**config.mk**
```make
export PLATFORM = sky130hd
export DESIGN_NAME = tagged_addsub
export DESIGN_NICKNAME = d
export VERILOG_FILES = /design/src/rtl/tagged_addsub.sv
export SDC_FILE = /design/constraint.sdc
export NUM_CORES = 1
export LEC_CHECK = 0
export CAP_MARGIN = 20
export CELL_PAD_IN_SITES_DETAIL_PLACEMENT = 0
export CELL_PAD_IN_SITES_GLOBAL_PLACEMENT = 1
export CORE_ASPECT_RATIO = 0.7
export CORE_MARGIN = 2
export CORE_UTILIZATION = 48
export CTS_BUF_LIST = sky130_fd_sc_hd__clkbuf_8
export DETAILED_ROUTE_END_ITERATION = 16
export DONT_BUFFER_PORTS = 1
export GPL_ROUTABILITY_DRIVEN = 0
export PLACE_DENSITY_LB_ADDON = 0.1
export REMOVE_ABC_BUFFERS = 1
export SLEW_MARGIN = 20
export SYNTH_ARGS = -nofsm -noshare
export SYNTH_HDL_FRONTEND = slang
export SYNTH_SLANG_ARGS = --single-unit
```
**constraint.sdc**
```tcl
create_clock -name clk -period 4.9 [get_ports clk]
set_input_delay 0.98 -clock clk [delete_from_list [all_inputs] [get_ports clk]]
set_output_delay 0.98 -clock clk [all_outputs]
set_load 0.01 [all_outputs]
```
**src/rtl/tagged_addsub.sv**
```systemverilog
module tagged_addsub #(
  parameter int W     = 32,
  parameter int TAG_W = 2
) (
  input  logic         clk,
  input  logic         rst_n,
  input  logic         in_valid,
  input  logic         op_sub,
  input  logic         trap_mode,
  input  logic [W-1:0] a,
  input  logic [W-1:0] b,
  output logic         out_valid,
  output logic [W-1:0] result,
  output logic         flag_z,
  output logic         flag_n,
  output logic         flag_c,
  output logic         flag_v,
  output logic         trap_req
);
  localparam int MSB = W - 1;

  logic [W-1:0] b_eff;
  logic [W:0]   wide;
  logic [W-1:0] sum;
  logic         ovf, tag_fault, fault, take_trap, do_write;

  assign b_eff     = op_sub ? ~b : b;
  assign wide      = {1'b0, a} + {1'b0, b_eff} + (W+1)'(op_sub);
  assign sum       = wide[W-1:0];
  assign ovf       = (a[MSB] == b_eff[MSB]) && (sum[MSB] != a[MSB]);
  assign tag_fault = (|a[TAG_W-1:0]) | (|b[TAG_W-1:0]);
  assign fault     = ovf | tag_fault;
  assign take_trap = in_valid & trap_mode & fault;
  assign do_write  = in_valid & ~take_trap;

  always_ff @(posedge clk) begin
    if (!rst_n) begin
      out_valid <= 1'b0;
      trap_req  <= 1'b0;
      result    <= '0;
      flag_z    <= 1'b0;
      flag_n    <= 1'b0;
      flag_c    <= 1'b0;
      flag_v    <= 1'b0;
    end else begin
      out_valid <= do_write;
      trap_req  <= take_trap;
      if (do_write) begin
        result <= sum;
        flag_z <= (sum == '0);
        flag_n <= sum[MSB];
        flag_c <= wide[W];
        flag_v <= fault;
      end
    end
  end


  strobe_excl_chk: assert property (@(posedge clk) disable iff (!rst_n)
    !(out_valid && trap_req));


  trap_hold_chk: assert property (@(posedge clk) disable iff (!rst_n)
    trap_req |-> ($stable(result) && $stable(flag_z) && $stable(flag_n)
                  && $stable(flag_c) && $stable(flag_v)));


  trap_src_chk: assert property (@(posedge clk) disable iff (!rst_n)
    trap_req |-> $past(in_valid && trap_mode));


  valid_src_chk: assert property (@(posedge clk) disable iff (!rst_n)
    out_valid |-> $past(in_valid));


  tag_fault_chk: assert property (@(posedge clk) disable iff (!rst_n)
    (in_valid && !trap_mode && ((|a[TAG_W-1:0]) || (|b[TAG_W-1:0])))
      |=> (out_valid && flag_v));


  trap_clean_chk: assert property (@(posedge clk) disable iff (!rst_n)
    (in_valid && trap_mode) |=> (!out_valid || !flag_v));
endmodule

```
After elaboration in Yosys (flattened, before gate mapping)
Index checks and enable logic that the tools add are counted.
W data, S select, Z words.
{ "classes": {"div": 0, "n_reduce_logical": 4, "n_eq_ne": 2, "addsub": 2, "bitwise_logic": 7, "multipliers": 0, "shifts": 0, "n_mux": 1, "magnitude_cmp": 0} }
{ "op_table": {"columns": ["cell", "n"], "rows": [
  ["$add A32 B32 Y33", 1],
  ["$add A33 B1 Y33", 1],
  ["$logic_not A32 Y1", 1],
  ["$mux W32", 1],
  ["$not A32 Y32", 1],
  ["$reduce_or A2 Y1", 2],
  ["$and A1 B1 Y1", 3],
  ["$or A1 B1 Y1", 2],
  ["$eq A1 B1 Y1", 1],
  ["$logic_and A1 B1 Y1", 1],
  ["$ne A1 B1 Y1", 1],
  ["$not A1 Y1", 1]
]} }
{ "totals": {"word_cells": 23, "memories": 0, "latch_bits": 0, "ram_bits": 0, "romBits": 0, "inputBits": 69, "register_bits": 38, "out_inout_bits": 38} }

Logic depth before layout (Yosys ltp)
{ "logic_depth": {"ltp_word": 10, "ltp_mapped": 15, "ltp_nobuf": 12} }

Least setup slack after synthesis
No wires, ideal clock.
{ "synth_timing": {"kind": "input to register", "from": "input port op_sub", "to": "register result[21]", "path_slack_ns": 0.843, "cell_stages": 15, "n_path_buf": 5, "setup_ns": 0.128, "required_ns": 4.772, "arrival_ns": 3.929, "path_cell_list": "buf_6 clkbuf_1 xor2_1 ha_1 clkbuf_1 nand4_1 nor4_1 o221ai_1 o211ai_1 nand3_1 a31oi_1 buf_2 buf_4 mux2i_1 nor2_1"} }
{ "synth_between": {"elab_chain_cells": 9, "word_cells_on_any_way": 10, "cone_classes": "add/sub: 2; eq/ne: 2; mux: 1; bitwise: 4; reduce/logical: 1"} }
{ "synth_lines": {"columns": ["item", "line", "rtl"], "rows": [
  ["start, declared", "8", "input logic op_sub,"],
  ["$mux W32", "27", "assign b_eff = op_sub ? ~b : b;"],
  ["$add A32 B32 Y33", "28", "assign wide = {1'b0, a} + {1'b0, b_eff} + (W+1)'(op_sub);"],
  ["$add A33 B1 Y33", "28", null],
  ["$ne A1 B1 Y1", "30", "assign ovf = (a[MSB] == b_eff[MSB]) && (sum[MSB] != a[MSB]);"],
  ["$logic_and A1 B1 Y1", "30", null],
  ["$or A1 B1 Y1", "32", "assign fault = ovf | tag_fault;"],
  ["$and A1 B1 Y1", "33", "assign take_trap = in_valid & trap_mode & fault;"],
  ["$not A1 Y1", "34", "assign do_write = in_valid & ~take_trap;"],
  ["$and A1 B1 Y1", "34", null],
  ["end signal, assigned", "49", "result <= sum;"],
  ["end, declared", "13", "output logic [W-1:0] result,"]
]} }
Several ways; a longest one is shown, not always the timed one.
A chain may end at the register's enable or synchronous reset.

Worst setup path after layout
{ "layout_timing": {"from": "input port op_sub", "to": "register flag_z"} }
{ "layout_between": {"elab_chain_cells": 9, "word_cells_on_any_way": 11, "cone_classes": "add/sub: 2; eq/ne: 2; mux: 1; bitwise: 4; reduce/logical: 2"} }
{ "layout_lines": {"columns": ["item", "line", "rtl"], "rows": [
  ["$mux W32", "27", null],
  ["$add A32 B32 Y33", "28", null],
  ["$add A33 B1 Y33", "28", null],
  ["$ne A1 B1 Y1", "30", null],
  ["$logic_and A1 B1 Y1", "30", null],
  ["$or A1 B1 Y1", "32", null],
  ["$and A1 B1 Y1", "33", null],
  ["$not A1 Y1", "34", null],
  ["$and A1 B1 Y1", "34", null],
  ["end signal, assigned", "50", "flag_z <= (sum == '0);"],
  ["end, declared", "14", "output logic flag_z,"]
]} }
Several ways; a longest one is shown, not always the timed one.

==> flow_summary.json <==
{
  "drive_above_1_share_pct": 4.47,
  "clk_pin_slew_worst_paths_ns": 0.08,
  "avgSynthCellArea_um2": 7.50,
  "ys.flop_type": "dfxtp_1",
  "clock_latency_ns": 0.29,
  "drt-pass1-iter-count": 6,
  "syn_inst": 529,
  "start_util_pct": 50.0,
  "fin_nets": 617,
  "rsz0062_at_grt": "false",
  "clock_skew_ns": 0,
  "critical-path-top-delay-family": "compound AO/OA/AOI/OAI gates",
  "ant_nets": 0,
  "synth_edf_count": 0,
  "cts_tree": "yes",
  "area_growth_pct": 3.34,
  "grt_pass1_vias": 3679,
  "vias_per_cell": 6.33,
  "syn_area_um2": 3970,
  "die_w_um": 113,
  "setup_tns_ns": 0,
  "cts_buffers": 5,
  "crit_required_ns": 5.12,
  "setup_viol_count_final": 0,
  "cp-end-kind": "register",
  "ctsResizeCount": 0,
  "grt_pass1_wl_um": 19100,
  "postCtsSetupBuffers": 0,
  "path_max_fanout": 32,
  "track_usage_pct": 26.4,
  "die-area_um2": 9020,
  "outcome": "finished, final reports clean",
  "slowest_stage": "a2111oi_0",
  "io_pins": 107,
  "drc": 0,
  "final_hold_viol_count": 0,
  "finalWirelength_um": 11900,
  "root_buffer": "clkbuf_8",
  "setup.worst_path.start_class": "primary input",
  "io_buffers": 0,
  "grt_max_degree": 33,
  "power_density_nw_per_um2": 290,
  "cap_viol_max_count": 0,
  "placed_cells": 607,
  "clk_path_buf_depth": 2,
  "drt_first_iter_violations": 309,
  "final_util_pct": 51.7,
  "dpl-instance-area_um2": 4010,
  "synth_seq_area_share_pct": 18.7,
  "diodes": 0,
  "leakagePower_nw": 1.57,
  "cp_common_cell": "a2111oi_0",
  "path_cells": "xor2_1, inv_1, fa_1, nand2b_1, a21oi_1, o21ai_1, a2111oi_0, o31a_1, o2111ai_1, a2111oi_0, nand4_1, o21ai_0",
  "cp_data_arrival_time_ns": 4.33,
  "fillers": 790,
  "async_flop_share_pct": 0,
  "rows": 27,
  "design_area_um2": 4100,
  "globalRoute.totalOverflow": 0,
  "hold_buffers": 0,
  "dpl.hpwl_um": 9670,
  "fp.dieH_um": 80.1,
  "stdcell_count": 615,
  "worstSetupPathType": "in -> reg",
  "yosysUniqueCellTypes": 61,
  "antenna_found_initial": 0,
  "wl_per_cell_um": 19.3,
  "hold_class": "reg -> reg",
  "vias": 3891,
  "ir_worst_vdd_v": 0.000246,
  "worst_path_largest_cell_delay_ns": 0.62,
  "coreArea_um2": 7940,
  "period_minus_slack_ns": 4.11,
  "yosys_warnings": 0,
  "drv_slew": 0,
  "tightest_slew_ns": 0.982,
  "cts_sinks": 37,
  "ys_ff_latch": 37,
  "finalCritPeriodShare_pct": 83.8,
  "path_buf_inv": 1,
  "slew_headroom_pct": 34.5,
  "htree_levels": 2,
  "clock.fmax_mhz": 244
}
## through the flow
| step | setup WS (ns) | hold WS, ns | power, mW |
|---|---|---|---|
| after floorplan | 0.0478 | 0.476 | 0.808 |
| after global placement | 0.612 | 0.496 | 0.962 |
| after detailed placement | 0.640 | 0.499 | 0.962 |
| after CTS | 0.921 | 0.520 | 1.18 |
| after global routing | 0.426 | 0.534 | 1.28 |
| final | 0.795 | 0.516 | 1.19 |
## worst min-delay path, delay by kind of cell, from the launching register on
family	cells	cell delay [ns]
AO/OA/AOI/OAI	1	0.06
flip-flops	1	0.35
AND/OR/NAND/NOR	1	0.06
## synth_stat cells, types with 4 or more instances
cell,number,share of area [%]
o211ai_1,9,1.7
nand2_1,45,4.3
a211oi_1,13,2.5
dfxtp_1,37,19
or3_1,4,0.63
and4_1,5,1.1
nor2_1,56,5.3
xor2_1,40,8.8
nor4_1,6,0.95
a31oi_1,6,0.95
buf_2,5,0.63
a21oi_1,43,5.4
xnor2_1,6,1.3
nand4_1,16,2.5
o31a_1,5,1.1
mux2i_1,18,4.5
o221ai_1,4,0.88
a2111oi_0,4,0.88
nor3_1,8,1.0
a21o_1,12,2.3
nand3_1,15,1.9
inv_1,16,1.5
clkbuf_1,17,1.6
ha_1,34,11
o21a_1,14,2.6
o21ai_0,29,3.7
and2_0,5,0.79
and2_1,5,0.79
## cell usage in the layout (no fill, tap or decap), drive strengths merged, types with 3 or more instances in the layout
cell type / instances
a2111oi: 4
a211oi: 13
a21o: 12
a21oi: 44
a31o: 3
a31oi: 6
and2: 10
and3: 3
and4: 5
buf: 3
clkbuf: 5
clkinvlp: 3
dfxtp: 37
ha: 34
inv: 16
mux2i: 19
nand2: 45
nand3: 15
nand4: 16
nor2: 56
nor3: 8
nor4: 6
o211ai: 9
o21a: 14
o21ai: 31
o221ai: 4
o22ai: 3
o31a: 5
or2: 4
or3: 4
xnor2: 6
xor2: 40
## report_power, final
| group | total, mW | internal [mW] | switching (mW) | leakage, nW |
|---|---|---|---|---|
| combinational | 0.607 | 0.223 | 0.384 | 1.24 |
| sequential | 0.366 | 0.330 | 0.0356 | 0.303 |
| clock | 0.216 | 0.0997 | 0.116 | 0.0364 |
| total | 1.19 | 0.653 | 0.536 | 1.57 |
## kinds of logic (layout without fill, tap and decap cells)
family,after synthesis,in the layout,synth area share (%)
compound gates,168,168,28.0
xor+xnor,46,46,10.2
flops,37,37,18.7
buf+inv,42,27,4.60
mux,20,20,5.17
fa+ha+maj,35,35,11.2
simple gates,181,181,22.2
## sequential cells by signal, indices dropped and copies added, names as in the netlist
signal,cells
result,32
flag_v,1
out_valid,1
flag_c,1
trap_req,1
flag_z,1
## metal layers
layer | routed length [um] | vias up | track usage [%]
met4 | 103 | 0 | 4.15
met3 | 1200 | 10 | 7.32
met5 | 0 | - | 0
met2 | 4440 | 166 | 35.9
li1 | - | 1928 | -
met1 | 6140 | 1787 | 41.0
## cell type report
| type | instances | area [um2] | area share (%) |
|---|---|---|---|
| Multi-Input combinational cell | 450 | 3060 | 74.6 |
| Sequential cell | 37 | 741 | 18.1 |
| Tap cell | 101 | 126 | 3.08 |
| Clock buffer | 5 | 68.8 | 1.68 |
| Inverter | 16 | 60.1 | 1.46 |
| Clock inverter | 3 | 22.5 | 0.549 |
| Timing Repair Buffer | 3 | 22.5 | 0.549 |
## final timing paths
| kind | startpoint | endpoint | slack (ns) | cells past startpoint |
|---|---|---|---|---|
| hold reg to reg | flag_z$_SDFFE_PN0P_ | flag_z$_SDFFE_PN0P_ | 0.52 | 2 |
| hold / removal | flag_z$_SDFFE_PN0P_ | flag_z$_SDFFE_PN0P_ | 0.52 | 2 |
| setup reg to reg | result[7]$_SDFFE_PN0P_ | result[7]$_SDFFE_PN0P_ | 4.04 | 3 |
| setup / recovery | op_sub | flag_z$_SDFFE_PN0P_ | 0.79 | 12 |
(Power assumes the default switching activity.)
